===== src/rtl/ctr_alloc_pkg.sv =====
package ctr_alloc_pkg;
  localparam int NUM_CTRS = 10;
  localparam int CODE_W   = 8;
  localparam int IDX_W    = $clog2(NUM_CTRS);
  typedef logic [NUM_CTRS-1:0] ctr_mask_t;

  // common affinity groups, counter bit positions are behaviour
  localparam ctr_mask_t MASK_GENERAL = ctr_mask_t'(10'b11_1111_1100);
  localparam ctr_mask_t MASK_C7      = ctr_mask_t'(10'b00_1000_0000);
  localparam ctr_mask_t MASK_C567    = ctr_mask_t'(10'b00_1110_0000);
  localparam ctr_mask_t MASK_EVEN    = ctr_mask_t'(10'b00_0101_0100);
  localparam ctr_mask_t MASK_C2TO7   = ctr_mask_t'(10'b00_1111_1100);
  localparam ctr_mask_t MASK_CYC     = ctr_mask_t'(10'b11_1111_1101);
  localparam ctr_mask_t MASK_INSN    = ctr_mask_t'(10'b00_1000_0010);
endpackage


===== src/rtl/ctr_affinity_dec.sv =====
module ctr_affinity_dec
  import ctr_alloc_pkg::*;
(
  input  logic [CODE_W-1:0] code_i,
  output ctr_mask_t         allow_o
);
  always_comb begin
    case (code_i) inside
      8'h02:                                   allow_o = MASK_CYC;
      8'h8C:                                   allow_o = MASK_INSN;
      8'h01, 8'h97, 8'h9A, 8'h9F:              allow_o = MASK_C7;
      [8'h8D:8'h90], [8'h93:8'h96], 8'h98, 8'h99,
      8'h9B, 8'h9C, 8'hBF, 8'hC0, 8'hC1,
      [8'hC4:8'hC6], 8'hC8, 8'hCA, 8'hCB:      allow_o = MASK_C567;
      8'hF5, 8'hF6, 8'hF7, 8'hFD:              allow_o = MASK_EVEN;
      8'hF8:                                   allow_o = MASK_C2TO7;
      default:                                 allow_o = MASK_GENERAL;
    endcase
  end

  // every code must map to a non-empty set
  always_comb begin
    assert_allow_nonempty_R2: assert (allow_o != '0) else $error("empty affinity");
  end
endmodule


===== src/rtl/ctr_pick_lowest.sv =====
module ctr_pick_lowest #(
  parameter int W  = 10,
  parameter int IW = $clog2(W)
) (
  input  logic [W-1:0]  cand_i,
  output logic          found_o,
  output logic [IW-1:0] idx_o
);
  logic [W-1:0] below;
  logic [W-1:0] first;

  assign below[0] = 1'b0;
  for (genvar i = 1; i < W; i++) begin : g_chain
    assign below[i] = below[i-1] | cand_i[i-1];
  end
  assign first   = cand_i & ~below;
  assign found_o = |cand_i;

  always_comb begin
    idx_o = '0;
    for (int i = 0; i < W; i++)
      if (first[i]) idx_o = idx_o | IW'(i);
  end

  // pick is a candidate and nothing lower is
  always_comb begin
    if (found_o) begin
      assert_pick_member_R7: assert (cand_i[idx_o]) else $error("pick not a candidate");
    end
  end
endmodule


===== src/rtl/ctr_use_tracker.sv =====
module ctr_use_tracker #(
  parameter int W  = 10,
  parameter int IW = $clog2(W)
) (
  input  logic          clk_i,
  input  logic          rst_ni,
  input  logic          set_en_i,
  input  logic [IW-1:0] set_idx_i,
  input  logic          clr_en_i,
  input  logic [IW-1:0] clr_idx_i,
  output logic [W-1:0]  used_o
);
  logic [W-1:0] used_q, set_m, clr_m;

  always_comb begin
    set_m = '0;
    clr_m = '0;
    for (int i = 0; i < W; i++) begin
      if (set_en_i && set_idx_i == IW'(i)) set_m[i] = 1'b1;
      if (clr_en_i && clr_idx_i == IW'(i)) clr_m[i] = 1'b1;
    end
  end

  // set wins: a counter freed and regranted in one cycle stays used
  always_ff @(posedge clk_i or negedge rst_ni) begin
    if (!rst_ni) used_q <= '0;
    else         used_q <= (used_q & ~clr_m) | set_m;
  end

  assign used_o = used_q;

  assert_release_clears_R9: assert property (@(posedge clk_i) disable iff (!rst_ni)
    clr_en_i && int'(clr_idx_i) < W && !(set_en_i && set_idx_i == clr_idx_i)
    |=> !used_q[$past(clr_idx_i)]);

  assert_set_marks_R7: assert property (@(posedge clk_i) disable iff (!rst_ni)
    set_en_i |=> used_q[$past(set_idx_i)]);

  assert_idle_stable_R8: assert property (@(posedge clk_i) disable iff (!rst_ni)
    !set_en_i && !clr_en_i |=> $stable(used_q));
endmodule


===== src/rtl/ctr_alloc.sv =====
module ctr_alloc
  import ctr_alloc_pkg::*;
(
  input  logic              clk_i,
  input  logic              rst_ni,
  input  logic              req_i,
  input  logic [CODE_W-1:0] code_i,
  input  logic              rel_i,
  input  logic [IDX_W-1:0]  rel_idx_i,
  output logic              grant_o,
  output logic              fail_o,
  output logic [IDX_W-1:0]  idx_o
);
  ctr_mask_t        allow, used, avail;
  logic             found;
  logic [IDX_W-1:0] pick;
  logic             take;

  ctr_affinity_dec u_dec (.code_i(code_i), .allow_o(allow));

  assign avail = allow & ~used;

  ctr_pick_lowest #(.W(NUM_CTRS), .IW(IDX_W)) u_pick (
    .cand_i(avail), .found_o(found), .idx_o(pick)
  );

  assign take = req_i & found;

  ctr_use_tracker #(.W(NUM_CTRS), .IW(IDX_W)) u_track (
    .clk_i(clk_i), .rst_ni(rst_ni),
    .set_en_i(take), .set_idx_i(pick),
    .clr_en_i(rel_i), .clr_idx_i(rel_idx_i),
    .used_o(used)
  );

  always_ff @(posedge clk_i or negedge rst_ni) begin
    if (!rst_ni) begin
      grant_o <= 1'b0;
      fail_o  <= 1'b0;
      idx_o   <= '0;
    end else begin
      grant_o <= take;
      fail_o  <= req_i & ~found;
      idx_o   <= take ? pick : '0;
    end
  end

  assert_strobe_excl_R11: assert property (@(posedge clk_i) disable iff (!rst_ni)
    !(grant_o && fail_o));

  assert_strobe_follows_req_R11: assert property (@(posedge clk_i) disable iff (!rst_ni)
    (grant_o || fail_o) |-> $past(req_i));

  assert_grant_in_range_R7: assert property (@(posedge clk_i) disable iff (!rst_ni)
    grant_o |-> int'(idx_o) < NUM_CTRS && used[idx_o]);

  assert_fail_keeps_mask_R8: assert property (@(posedge clk_i) disable iff (!rst_ni)
    fail_o && !$past(rel_i) |-> used == $past(used));

  assert_idx_zero_idle_R11: assert property (@(posedge clk_i) disable iff (!rst_ni)
    !grant_o |-> idx_o == '0);
endmodule


===== config.mk =====
export PLATFORM = sky130hd
export DESIGN_NAME = ctr_alloc
export DESIGN_NICKNAME = d
export VERILOG_FILES = /design/src/rtl/ctr_alloc_pkg.sv /design/src/rtl/ctr_affinity_dec.sv /design/src/rtl/ctr_pick_lowest.sv /design/src/rtl/ctr_use_tracker.sv /design/src/rtl/ctr_alloc.sv
export SDC_FILE = /design/constraint.sdc
export NUM_CORES = 1
export LEC_CHECK = 0
export BUFFER_PORTS_ARGS = -buffer_cell sky130_fd_sc_hd__buf_2
export CAP_MARGIN = 20
export CORE_ASPECT_RATIO = 0.6
export CORE_MARGIN = 1.5
export CORE_UTILIZATION = 50
export CTS_CLUSTER_DIAMETER = 60
export DETAILED_ROUTE_END_ITERATION = 12
export GPL_TIMING_DRIVEN = 0
export PLACE_DENSITY = 0.84
export SLEW_MARGIN = 20
export SYNTH_ARGS = -nofsm -noshare
export SYNTH_HDL_FRONTEND = slang
export SYNTH_SLANG_ARGS = --single-unit

===== constraint.sdc =====
create_clock -name clk_i -period 2.15 [get_ports clk_i]
set_input_delay 0.43 -clock clk_i [delete_from_list [all_inputs] [get_ports clk_i]]
set_output_delay 0.43 -clock clk_i [all_outputs]
set_load 0.1 [all_outputs]

# Word level (Yosys, flattened, before mapping)
# Index checks and enable logic that the tools add are counted.
[totals]
input_bits = 16
word_cells = 132
ff_bits = 16
out_inout_bits = 6
[classes]
magnitude_cmp = 6
n_mux = 36
n_reduce_logical = 29
eq_ne = 39
n_bitwise = 18
[op_table]
columns = ["cell", "n"]
rows = [
  ["$eq A8 B8 Y1 const B", 19],
  ["$mux W10", 6],
  ["$eq A4 B3 Y1 const B", 8],
  ["$and A10 B10 Y10", 3],
  ["$not A10 Y10", 3],
  ["$ge A8 B8 Y1 const B", 3],
  ["$le A8 B8 Y1 const B", 3],
  ["$logic_and A1 B1 Y1", 23],
  ["$mux W1", 21],
  ["$eq A4 B2 Y1 const B", 4],
  ["$eq A4 B4 Y1 const B", 4],
  ["$reduce_or A13 Y1", 1],
  ["$mux W3", 4],
  ["$mux W4", 3],
  ["$or A10 B10 Y10", 1],
  ["$reduce_or A10 Y1", 1],
  ["$eq A4 B1 Y1 const B", 2],
  ["$eq A8 B1 Y1 const B", 1],
  ["$eq A8 B2 Y1 const B", 1],
  ["$logic_not A4 Y1", 2],
  ["$or A1 B1 Y1", 8],
  ["$reduce_or A4 Y1", 2],
  ["$mux W2", 2],
  ["$and A1 B1 Y1", 2],
  ["$not A1 Y1", 1],
]

# Longest topological paths before layout
# Gate-level depths: netlist (run 1).
[depth]
word_depth = 31
depth_mapped = 11
ltp_nobuf = 10

# By module
# A second synthesis (run 1) with hierarchy kept.
[unflattened]
hier_cells = 130
hier_area_um2 = 1186.1
[modules_own_cells]
columns = ["module", "area_per_inst_um2", "cells_per_inst", "seq_area_each_um2", "instances"]
rows = [
  ["ctr_use_tracker", 467.9, 44, 250.2, 1],
  ["ctr_affinity_dec", 349.1, 47, 0.0, 1],
  ["ctr_alloc", 251.5, 22, 150.1, 1],
  ["ctr_pick_lowest", 117.6, 17, 0.0, 1],
]

# Least setup slack after synthesis (run 1)
# OpenSTA, ideal clock, no wires.
[synth_path]
path_type = "input port to flip-flop"
start = "in code_i[0]"
end = "reg u_track.used_q[2], in the netlist u_track.used_o[2]"
arrival_time_ps = 2257
cell_stages = 9
n_path_buf = 1
t_required_ps = 2047
setup_time_ps = 103
setup_slack_ps = -210
cell_sequence = "buf_2 -> and2_4 -> a41oi_1 -> o22a_1 -> nand3b_1 -> a31o_2 -> a221o_1 -> a21o_1 -> o41ai_2"
[synth_between]
elab_chain_cells = 23
elab_cells_between_ends = 65
classes_between = "order compare (6); eq/ne (22); mux (16); bitwise (13); reduce/logical (8)"
[synth_rtl]
columns = ["item", "line", "source"]
rows = [
  ["from (decl)", "ctr_alloc.sv:7", "input logic [CODE_W-1:0] code_i,"],
  ["$ge A8 B8 Y1 (no line) (tied with other cells)", "n/a", ""],
  ["$logic_and A1 B1 Y1 (no line) or $reduce_or A4 Y1 (tied branches)", "n/a", ""],
  ["$reduce_or A13 Y1 or $mux W10 (tied branches)", "ctr_affinity_dec.sv:8", "case (code_i) inside"],
  ["$mux W10 (3 in a row)", "ctr_affinity_dec.sv:8", ""],
  ["$mux W10 (*)", "ctr_affinity_dec.sv:8", ""],
  ["$and A10 B10 Y10 (*)", "ctr_alloc.sv:21", "assign avail = allow & ~used;"],
  ["$not A10 Y10 or $or A1 B1 Y1 (tied branches)", "ctr_pick_lowest.sv:16, ctr_pick_lowest.sv:14", ""],
  ["$and A10 B10 Y10 (tied with other cells)", "ctr_pick_lowest.sv:16", "assign first = cand_i & ~below;"],
  ["$mux W1 (tied with other cells)", "ctr_pick_lowest.sv:22", "if (first[i]) idx_o = idx_o | IW'(i);"],
  ["$mux W2 (tied with other cells) (2 in a row)", "ctr_pick_lowest.sv:22", ""],
  ["$mux W3 (tied with other cells) (4 in a row)", "ctr_pick_lowest.sv:22", ""],
  ["$mux W4 or $and A10 B10 Y10 (tied branches)", "ctr_pick_lowest.sv:22, ctr_pick_lowest.sv:16", ""],
  ["$mux W4", "ctr_pick_lowest.sv:22", ""],
  ["$eq A4 B2 Y1", "ctr_use_tracker.sv:19", "if (set_en_i && set_idx_i == IW'(i)) set_m[i] = 1'b1;"],
  ["$logic_and A1 B1 Y1 (*)", "ctr_use_tracker.sv:19", ""],
  ["$mux W1 (*)", "ctr_use_tracker.sv:19", ""],
  ["$or A10 B10 Y10 (*)", "ctr_use_tracker.sv:27", "else used_q <= (used_q & ~clr_m) | set_m;"],
  ["to (signal assigned)", "ctr_use_tracker.sv:27", ""],
  ["to (decl)", "ctr_use_tracker.sv:13", "logic [W-1:0] used_q, set_m, clr_m;"],
]
# Mark *: on every way between the ends. The rest lies on a longest branch, timed or not.

# Final worst setup path (run 1)
[layout_path]
start = "in code_i[6]"
end = "reg u_track.used_q[2], in the netlist u_track.used_o[2]"
# The elaborated chain is that of the path after synthesis.

==> qor.yml, run 1 <==
global_route:
  grt_max_degree: 17
  antenna_found_initial: 0
  grt_pass1_wl_mm: 5.67
  grt_usage: 0.312
  globalRouteOverflowTotal: 0
  grt_pass1_vias: 1082
clock_network:
  cts_made_buffers: 3
  clock-sinks: 16
  clk_path_buf_depth: 2
  clk_pin_slew_ps: 70
  ctsHoldBuffers: 0
  clockRootBuffer: "clkbuf_8"
  htree_num_levels: 1
  clk_latency_ps: 260
  cts_tree: "yes"
yosys:
  yosysTopAreaCellShare: 0.356
  synth-seq-cells: 16
  synthSimpleGateAreaFrac: 0.316
  ys.flop_type: "dfrtp_1"
  synthAdderAreaFrac: 0
  synth_top_family_by_area: "simple AND/OR/NAND/NOR gates"
  yosys.area.top_type: "dfrtp_1"
  synth_cells: 129
  synth_edf_count: 0
  async_reset_ff_frac: 1.00
  synth_area_leaders: "dfrtp_1 (36%), o21ai_0 (4.9%), nand2b_1 (4.4%)"
  synthXorXnorAreaFrac: 0
  synth_compound_area_frac: 0.280
  yosys.cell_types.count: 47
  avgSynthCellArea_um2: 8.73
  synth_nets: 145
  synth_seq_area_share: 0.356
  synthMuxAreaShare: 0.00889
  syn_area_um2: 1130
  ys.warnings.count: 0
detailed_routing:
  viasPerCell: 7.18
  num_vias: 1436
  drt-initial-drc-count: 408
  drt.antenna.violating_nets: 0
  drcViolationCount: 0
  wl_per_cell_um: 22.2
  wl_mm: 4.44
  drt_pass1_iterations: 7
layout:
  fin_area_um2: 1670
  drive_gt1_frac: 0.494
  diodes: 0
  area_growth_pct: 48.1
  final_nets: 187
outcome:
  violations: "setup timing"
  status: "finished with violations"
worst_setup_path:
  crit_path_start_kind: "input port"
  critPathSlowestCell: "nor4bb_4"
  crit_end: "u_track.used_o[2]"
  r2r-start: "u_track.used_o[5]"
  rrSetupSlack_ps: 140
  cp.required_ps: 2300
  cp-startpoint: "code_i[6]"
  cp.arrival_ps: 2520
  r2r_end: "u_track.used_o[2]"
  path_cells: "clkbuf_4 > nor4bb_4 > nand3_1 > a21oi_2 > a21o_4 > o41ai_1 > a221o_1 > a21o_1 > o41ai_2"
  r2r.worst_path.cells: 5
  max_stage_delay_ps: 380
  crit_type: "in -> reg"
  cp_max_fo: 8
  endpoint_kind: "flop"
worst_hold_path:
  hp-class: "in -> async"
floorplanning:
  io_pins: 22
  die_height_um: 39.8
  row_count: 13
  dieArea_um2: 2560
  core_area_um2: 2150
  fp.dieW_um: 64.3
  initial_core_util: 0.524
sta:
  worst_slack_ps: -222
  relSlewSlack: 0.382
  max_slew.worst_pin.slew_ps: 918
  finalCritPeriodShare: 1.10
  fmax_ghz: 0.422
  rsz0062_at_grt: "true"
  post-route-min-period_ps: 2370
  slew_viol_final: 0
  hold_violations: 0
  skew_ps: 4.73
  setup_viol: 12
  final.setup.tns_ps: -1500
power:
  ir_drop_v: 0.000652
  sequentialPowerShare: 0.252
  power_frac_comb: 0.611
  leakage_nw: 0.710
  switchingPower_w: 0.000987
  p_clk_frac: 0.137
  powerDensity_nw_per_um2: 1210
  p_int_w: 0.00103
  switching_share: 0.489
place:
  dpl_cell_area_um2: 1280
  dp_hpwl_mm: 2.18
  numPortBuffers: 19
  gp_congestion: 0.869
run:
  drv_cap: 0
power groups by stage:
stage               sequential [W]  clock [W]  combinational (W)
floorplan                 0.000677          0           0.000432
global placement          0.000477          0           0.000782
detailed placement        0.000483          0           0.000806
CTS                       0.000484   0.000268           0.000966
global route              0.000513   0.000286            0.00127
finish                    0.000507   0.000277            0.00123
through the flow:
| stage | setup WS [ps] | total power, W | hold WS, ps | instances | utilization |
|---|---|---|---|---|---|
| global placement | -462 | 0.00126 | 351 | 178 | 0.597 |
| floorplan | -130 | 0.00111 | 134 | 129 | - |
| finish | -222 | 0.00202 | 76.4 | 200 | 0.777 |
| global route | -295 | 0.00207 | 107 | 200 | 0.777 |
| detailed placement | -534 | 0.00129 | 360 | 178 | 0.597 |
| CTS | -120 | 0.00172 | 93.1 | 193 | 0.713 |
synthesized netlist by cell type (2+ instances only):
master and n:
o21ai_2 2, nand4_1 3, nor4_1 4, a21oi_1 6, nor3_1 4, nand2_2 2
o21ai_0 11, nor2b_1 3, or2_2 4, nand2b_1 8, a32o_1 2, o41ai_1 2
inv_1 5, nand3b_1 3, or3_1 2, o22ai_1 2, nand2_1 4, buf_2 3
nand3_1 3, o21ai_1 3, nor2_1 12, dfrtp_1 16
state kept, by name (all words and copies together) (netlist names):
signal and cells:
u_track.used_o 10, idx_o 4, fail_o 1, grant_o 1
critical path, delay by kind of cell:
| family | cells | cell delay [ps] |
|---|---|---|
| simple gates | 2 | 570 |
| buf+inv | 1 | 160 |
| compound gates | 6 | 1360 |
area by class of cell:
class	count	area [µm²]
Multi-Input combinational cell	104	850
Fill cell	119	479
Sequential cell	16	400
Timing Repair Buffer	37	262
Clock buffer	4	55.1
Buffer	4	45.0
Tap cell	30	37.5
Inverter	5	18.8
per-layer routing:
metal	vias up	global-route usage	part of all wire
met1	639	0.441	0.38
met4	0	0.154	0.077
met3	51	0.0690	0.14
met5	-	0	0
li1	580	-	-
met2	166	0.448	0.40
worst min path at each step:
stage,start,endpoint,slack (ps),depth (start not counted)
floorplan,rst_ni,fail_o,130,0
global placement,rst_ni,u_track.used_o[7],350,1
detailed placement,rst_ni,u_track.used_o[7],360,1
CTS,rst_ni,u_track.used_o[4],90,1
global route,rst_ni,grant_o,110,1
finish,rst_ni,grant_o,80,1
cell families (layout without fill, tap and decap cells):
kind of cell / after synthesis / in the layout
buf+inv: 9 / 50
simple gates: 59 / 59
flops: 16 / 16
mux: 1 / 1
compound gates: 44 / 44
what timing repair did:
| action | 4_1_cts | 5_1_grt |
|---|---|---|
| gates resized for setup | 24 | 19 |
| endpoints found under the setup margin | 12 | 13 |
| pin swaps | 12 | 15 |
| hold endpoints to repair | 0 | 0 |
| setup buffers | 12 | 8 |
layout by cell type, fill, tap and decap left out, types with 2 or more instances in the layout:
cell type,Yosys,routed
inv_2,0,2
a21oi_1,6,3
nor4_1,4,2
or3_1,2,2
a21oi_2,1,2
o21ai_2,2,2
nor2_1,12,10
nor3_1,4,3
nand3b_1,3,3
o22ai_2,0,2
nand2_1,4,4
nor4_2,0,2
nand4_1,3,3
a21oi_4,0,2
nand3_1,3,2
clkbuf_8,0,4
or2_2,4,4
nor2_2,0,2
a32o_1,2,2
buf_2,3,14
o21ai_0,11,11
buf_6,1,3
o41ai_2,1,2
nand2b_1,8,7
buf_4,0,20
buf_8,0,3
inv_1,5,3
dfrtp_1,16,16
o21ai_1,3,3
nor2b_1,3,2
(Power assumes the default switching activity.)
==> run 2, diff against run 1 <==
--- a/config.mk
+++ b/config.mk
@@ -5,6 +5,7 @@
 export SDC_FILE = /design/constraint.sdc
 export NUM_CORES = 1
 export LEC_CHECK = 0
+export ABC_AREA = 1
 export BUFFER_PORTS_ARGS = -buffer_cell sky130_fd_sc_hd__buf_2
 export CAP_MARGIN = 20
 export CORE_ASPECT_RATIO = 0.6
==> run 2 against run 1 <==
Non-clock buffer count shrank 19. The run now ends clean. Worst hold slack got worse by 6.8 ps. Final area is 14% lower. First-iteration DRC count decreased by 85%. Largest power group unchanged. Sequential cell count unchanged. Utilization fell by 14 points.
==> qor.yml, run 2 <==
outcome:
  status: "complete, no violations"  # was finished with violations
clock_network:
  post_cts_buffers: 0  # was 12
  cts_tree: "yes"  # unchanged
  htree_num_levels: 1  # unchanged
  clk_path_buf_depth: 2  # unchanged
  clockRootBuffer: "clkbuf_8"  # unchanged
  clk_latency_ps: 260  # about the same
  ctsHoldBuffers: 0  # unchanged
  cts_made_buffers: 3  # unchanged
  clock-sinks: 16  # unchanged
  clk_pin_slew_ps: 70  # about the same
  cts_resized: 0  # was 24
sta:
  hold_violations: 0  # unchanged
  whs_ps: 69.6  # was 76.4 ps
  rsz0062_at_grt: "false"  # was true
  post-route-min-period_ps: 1960  # was 2370 ps
  slew_viol_final: 0  # unchanged
  skew_ps: 5.73  # was 4.73 ps
  fmax_ghz: 0.511  # was 0.422 GHz
  setup_viol: 0  # was 12
  relSlewSlack: 0.678  # was 0.382
  finalCritPeriodShare: 0.911  # was 1.10
  max_slew.worst_pin.slew_ps: 487  # was 918 ps
  worst_slack_ps: 191  # was -222 ps
yosys:
  yosysTopAreaCellShare: 0.322  # was 0.356
  ys.warnings.count: 0  # unchanged
  ys.flop_type: "dfrtp_1"  # unchanged
  synth_seq_area_share: 0.322  # was 0.356
  synth_area_leaders: "dfrtp_1 (32%), nand2_1 (13%), inv_1 (7.8%)"  # was dfrtp_1 (36%), o21ai_0 (4.9%), nand2b_1 (4.4%)
  syn_area_um2: 1240  # was 1130 µm²
  async_reset_ff_frac: 1.00  # unchanged
  synth_most_common_cell: "nand2_1"  # was dfrtp_1
  synth-seq-cells: 16  # unchanged
  synth_nets: 199  # was 145
  yosys.cell_types.count: 23  # was 47
  synth_common_cells: "nand2_1 (43), inv_1 (26), nor2_1 (24), nand3_1 (17), dfrtp_1 (16)"  # was dfrtp_1 (16), nor2_1 (12), o21ai_0 (11), nand2b_1 (8), a21oi_1 (6)
  yosys.area.top_type: "dfrtp_1"  # unchanged
  synth_cells: 183  # was 129
  synth_edf_count: 0  # unchanged
  avgSynthCellArea_um2: 6.80  # was 8.73 µm²
global_route:
  grt_max_degree: 17  # unchanged
  antenna_found_initial: 0  # unchanged
  globalRouteOverflowTotal: 0  # unchanged
  grt_pass1_wl_mm: 5.19  # was 5.67 mm
  grt_usage: 0.248  # was 0.312
  grt_pass1_vias: 1138  # was 1082
detailed_routing:
  num_vias: 1228  # was 1436
  wl_mm: 2.95  # was 4.44 mm
  drt.antenna.violating_nets: 0  # unchanged
  drt-initial-drc-count: 60  # was 408
  viasPerCell: 5.16  # was 7.18
  drt_pass1_iterations: 4  # was 7
  wl_per_cell_um: 12.4  # was 22.2 µm
  drcViolationCount: 0  # unchanged
worst_setup_path:
  cp.required_ps: 2280  # was 2300 ps
  crit_path_start_kind: "input port"  # unchanged
  r2r.worst_path.cells: 11  # was 5
  path_cells: "buf_2 > inv_1 > nand2_2 > nor3_1 > nand2_1 > nand3_2 > inv_2 > nand3_2 > nand3_2 > nor2_4 > nand3_2 > nand2_2 > buf_6 > o22ai_2"  # was clkbuf_4 > nor4bb_4 > nand3_1 > a21oi_2 > a21o_4 > o41ai_1 > a221o_1 > a21o_1 > o41ai_2
  cp.depth: 14  # was 9
  critical-path-top-delay-family: "simple AND/OR/NAND/NOR gates"  # was compound AO/OA/AOI/OAI gates
  cp_max_fo: 10  # was 8
  critPathSlowestCell: "nor3_1"  # was nor4bb_4
  max_stage_delay_ps: 320  # was 380 ps
  endpoint_kind: "flop"  # unchanged
  cp_num_buf_inv: 4  # was 1
  crit_type: "in -> reg"  # unchanged
  cp.arrival_ps: 2090  # was 2520 ps
  cpMostUsedCell: "nand3_2"
floorplanning:
  die_height_um: 41.6  # was 39.8 µm
  dieArea_um2: 2810  # was 2560 µm²
  fp.dieW_um: 67.4  # was 64.3 µm
  initial_core_util: 0.550  # was 0.524
  io_pins: 22  # unchanged
  row_count: 13  # unchanged
  core_area_um2: 2260  # was 2150 µm²
power:
  powerDensity_nw_per_um2: 1190  # was 1210 nW/µm²
  leakage_nw: 0.765  # was 0.710 nW
  ir_drop_v: 0.000536  # was 0.000652 V
place:
  dp.cells: 234  # was 178
  numPortBuffers: 21  # was 19
  place_ws_ps: -45.6  # was -534 ps
  gp_congestion: 0.937  # was 0.869
  dp_hpwl_mm: 2.41  # was 2.18 mm
layout:
  largest_reg_flops: 10  # unchanged
  final_nets: 225  # was 187
  drive_gt1_frac: 0.288  # was 0.494
  ff_latch_area_um2: 400  # unchanged
  diodes: 0  # unchanged
  fin_cells: 238  # was 200
  layout_commonest_cell: "nand2_1"  # was buf_4
  area_growth_pct: 15.9  # was 48.1%
  multi_input_area_um2: 719  # was 850 µm²
  fillCellCount: 196  # was 119
  layout_common_cells: "nand2_1 (43), inv_1 (26), nor2_1 (24)"  # was buf_4 (20), dfrtp_1 (16), buf_2 (14)
run:
  drv_cap: 0  # unchanged
worst_hold_path:
  hp-class: "in -> async"  # unchanged
-- run 2: routing by layer --
metal,track usage,part of all wire,wire length [µm]
met3,0.0759,0.088,260
met1,0.375,0.50,1490
met2,0.335,0.39,1150
met5,0,0,0
met4,0.0735,0.017,49
-- run 2: through the flow --
| step | utilization | total power [W] | setup TNS [ps] | cell area, µm² |
|---|---|---|---|---|
| floorplan | - | 0.00125 | 0 | 1240 |
| global placement | 0.613 | 0.00141 | -64.2 | 1390 |
| detailed placement | 0.613 | 0.00143 | -314 | 1390 |
| CTS | 0.638 | 0.00171 | 0 | 1440 |
| global route | 0.638 | 0.00183 | 0 | 1440 |
| finish | 0.638 | 0.00171 | 0 | 1440 |
-- run 2: area by class of cell --
type	instances	area share
well taps	30	0.0260
plain buffers	1	0.00781
flip-flops and latches	16	0.278
repair buffers	21	0.0729
inverters	30	0.0781
clock buffers	4	0.0382
multi-input cells	136	0.499
-- run 2: cells by family after synthesis --
| family | Yosys count | share of synthesized area |
|---|---|---|
| buffers and inverters | 31 | 0.0996 |
| and+or+nand+nor | 115 | 0.460 |
| DFF | 16 | 0.322 |
| AOI/OAI and AO/OA | 21 | 0.119 |
-- run 2: power breakdown --
| group | switching, W | total (W) | leakage (nW) | internal (W) |
|---|---|---|---|---|
| clock network | 0.000113 | 0.000277 | 0.0288 | 0.000163 |
| registers | 0.0000520 | 0.000470 | 0.193 | 0.000418 |
| logic | 0.000702 | 0.000965 | 0.543 | 0.000263 |
| total | 0.000867 | 0.00171 | 0.765 | 0.000844 |
-- run 2: path summary, 6_finish.rpt --
kind / start / end / slack [ps]
min reg2reg: u_track.used_o[8] / u_track.used_o[8] / 520
max: code_i[6] / u_track.used_o[4] / 190
min: rst_ni / u_track.used_o[2] / 70
min in group clk_i: rel_idx_i[2] / u_track.used_o[0] / 430
max reg2reg: u_track.used_o[1] / u_track.used_o[0] / 600
max in group asynchronous: rst_ni / fail_o / 1820
==> run 3, diff against run 2 <==
--- a/config.mk
+++ b/config.mk
@@ -10,11 +10,11 @@
 export CAP_MARGIN = 20
 export CORE_ASPECT_RATIO = 0.6
 export CORE_MARGIN = 1.5
-export CORE_UTILIZATION = 50
+export CORE_UTILIZATION = 53
 export CTS_CLUSTER_DIAMETER = 60
 export DETAILED_ROUTE_END_ITERATION = 12
 export GPL_TIMING_DRIVEN = 0
-export PLACE_DENSITY = 0.84
+export PLACE_DENSITY = 0.87
 export SLEW_MARGIN = 20
 export SYNTH_ARGS = -nofsm -noshare
 export SYNTH_HDL_FRONTEND = slang
==> run 3 against run 2 <==
Utilization rose by 2.1 points. First-iteration DRC count rose by 110%. Sequential share of layout area fell by 0.096 points. Worst hold slack improved by 11 ps. Non-clock buffer count did not move. Wire length rose by 0.78%. Cell count did not move. Register-to-register slack improved by 40 ps. Maximum frequency rose by 2.9%. Power rose by 0.84%. Die area fell by 5.3%. Combinational power rose by 2%. Critical endpoint is now u_track.used_o[0].
==> qor.yml, run 3 (synthesized netlist as in run 2, its figures left out) <==
layout:
  diodes: 0  # unchanged
  area_growth_pct: 16.3  # was 15.9%
  multi_input_area_um2: 724  # was 719 µm²
  layout_commonest_cell: "nand2_1"  # unchanged
  fin_cells: 238  # unchanged
  ff_latch_area_um2: 400  # unchanged
  final_nets: 225  # unchanged
  largest_reg_flops: 10  # unchanged
  drive_gt1_frac: 0.293  # was 0.288
  layout_common_cells: "nand2_1 (43), inv_1 (26), nor2_1 (24)"  # unchanged
  fin_area_um2: 1450  # was 1440 µm²
  fillCellCount: 183  # was 196
detailed_routing:
  drt_pass1_iterations: 4  # unchanged
  num_vias: 1280  # was 1228
  drt-initial-drc-count: 124  # was 60
  wl_per_cell_um: 12.5  # was 12.4 µm
  drt.antenna.violating_nets: 0  # unchanged
  viasPerCell: 5.38  # was 5.16
  wl_mm: 2.97  # was 2.95 mm
  drcViolationCount: 0  # unchanged
floorplanning:
  fp.dieW_um: 65.5  # was 67.4 µm
  initial_core_util: 0.566  # was 0.550
  row_count: 13  # unchanged
  core_area_um2: 2200  # was 2260 µm²
  io_pins: 22  # unchanged
  die_height_um: 40.5  # was 41.6 µm
  dieArea_um2: 2660  # was 2810 µm²
clock_network:
  clock-sinks: 16  # unchanged
  clk_latency_ps: 250  # was 260 ps
  clk_pin_slew_ps: 70  # about the same
  post_cts_buffers: 0  # unchanged
  clockRootBuffer: "clkbuf_8"  # unchanged
  cts_made_buffers: 3  # unchanged
  htree_num_levels: 1  # unchanged
  ctsHoldBuffers: 0  # unchanged
  cts_tree: "yes"  # unchanged
  clk_path_buf_depth: 2  # unchanged
worst_setup_path:
  crit_path_start_kind: "input port"  # unchanged
  r2r_end: "u_track.used_o[0]"  # unchanged
  endpoint_kind: "flop"  # unchanged
  critical-path-top-delay-family: "simple AND/OR/NAND/NOR gates"  # unchanged
  cpMostUsedCell: "nand2_1"  # was nand3_2
  max_stage_delay_ps: 210  # was 320 ps
  path_cells: "buf_2 > inv_1 > nor2_1 > nand2_1 > nand2_1 > nand2_1 > nand3_2 > inv_2 > nand3_2 > nand3_2 > nor2_1 > nand2_1 > nand2_1 > inv_1 > nand3_1 > nand2_1"  # was buf_2 > inv_1 > nand2_2 > nor3_1 > nand2_1 > nand3_2 > inv_2 > nand3_2 > nand3_2 > nor2_4 > nand3_2 > nand2_2 > buf_6 > o22ai_2
  cp.arrival_ps: 2040  # was 2090 ps
  crit_type: "in -> reg"  # unchanged
  cp.required_ps: 2290  # was 2280 ps
  r2r.worst_path.cells: 11  # unchanged
  cp_num_buf_inv: 4  # unchanged
  cp_max_fo: 5  # was 10
  cp-startpoint: "code_i[3]"  # was code_i[6]
  r2r-start: "u_track.used_o[1]"  # unchanged
  rrSetupSlack_ps: 640  # was 600 ps
  critPathSlowestCell: "nor2_1"  # was nor3_1
global_route:
  grt_usage: 0.263  # was 0.248
  grt_max_degree: 17  # unchanged
  grt_pass1_wl_mm: 5.03  # was 5.19 mm
  globalRouteOverflowTotal: 0  # unchanged
  grt_pass1_vias: 1105  # was 1138
  antenna_found_initial: 0  # unchanged
sta:
  setup_viol: 0  # unchanged
  slew_viol_final: 0  # unchanged
  worst_slack_ps: 247  # was 191 ps
  post-route-min-period_ps: 1900  # was 1960 ps
  hold_violations: 0  # unchanged
  rsz0062_at_grt: "false"  # unchanged
  relSlewSlack: 0.678  # about the same
  fmax_ghz: 0.526  # was 0.511 GHz
  finalCritPeriodShare: 0.885  # was 0.911
  max_slew.worst_pin.slew_ps: 486  # was 487 ps
  final.setup.tns_ps: 0  # unchanged
  whs_ps: 80.3  # was 69.6 ps
  skew_ps: 1.02  # was 5.73 ps
run:
  drv_cap: 0  # unchanged
place:
  dp.cells: 234  # unchanged
  place_ws_ps: -62.1  # was -45.6 ps
  dp_hpwl_mm: 2.37  # was 2.41 mm
  dpl_cell_area_um2: 1390  # unchanged
  gp_congestion: 0.926  # was 0.937
  numPortBuffers: 21  # unchanged
power:
  ir_drop_v: 0.000641  # was 0.000536 V
  powerDensity_nw_per_um2: 1190  # about the same
  leakage_nw: 0.766  # was 0.765 nW
outcome:
  status: "complete, no violations"  # unchanged
worst_hold_path:
  hp-class: "in -> async"  # unchanged
## run 3: cell types whose count changed in the layout (fill, tap and decap cells not counted)
cell / change
nor3_1: -1
nor3_2: +1
## run 3: how the worst max path moves through the flow
stage                         to  slack, ps  cells past startpoint
6_report       u_track.used_o[0]        250                     16
5_1_grt        u_track.used_o[0]         30                     16
4_1_cts        u_track.used_o[0]        200                     15
3_3_place_gp   u_track.used_o[4]        -20                     14
3_5_place_dp   u_track.used_o[4]        -60                     14
2_1_floorplan  u_track.used_o[4]        400                     13
## run 3: layer usage
metal | GRT usage | routed length [µm] | vias up
met5 | 0 | 0 | -
met4 | 0.0677 | 36 | 0
met3 | 0.0534 | 215 | 5
met2 | 0.413 | 1220 | 42
met1 | 0.373 | 1500 | 591
li1 | - | - | 642
## run 3: through the flow
stage,total power [W],util
6_report,0.00173,0.659
5_1_grt,0.00184,0.659
4_1_cts,0.00173,0.656
3_5_place_dp,0.00144,0.631
3_3_place_gp,0.00141,0.631
2_1_floorplan,0.00125,-
## run 3: cell type report
cell class	instances	share of cell area
Clock buffer	4	0.0381
Buffer	1	0.00779
Inverter	30	0.0779
Tap cell	30	0.0260
Multi-Input combinational cell	136	0.501
Timing Repair Buffer	21	0.0727
Sequential cell	16	0.277
## run 3: what timing repair did
item | 4_1_cts | 5_1_grt
hold endpoints to repair | 0 | 0
endpoints found under the setup margin | 0 | 1
resized for setup | 0 | 1
## run 3: power by group
part           total (W)  internal, W  switching [W]
combinational   0.000982     0.000264       0.000719
clock           0.000274     0.000163       0.000111
sequential      0.000470     0.000417      0.0000524
total            0.00173     0.000844       0.000882
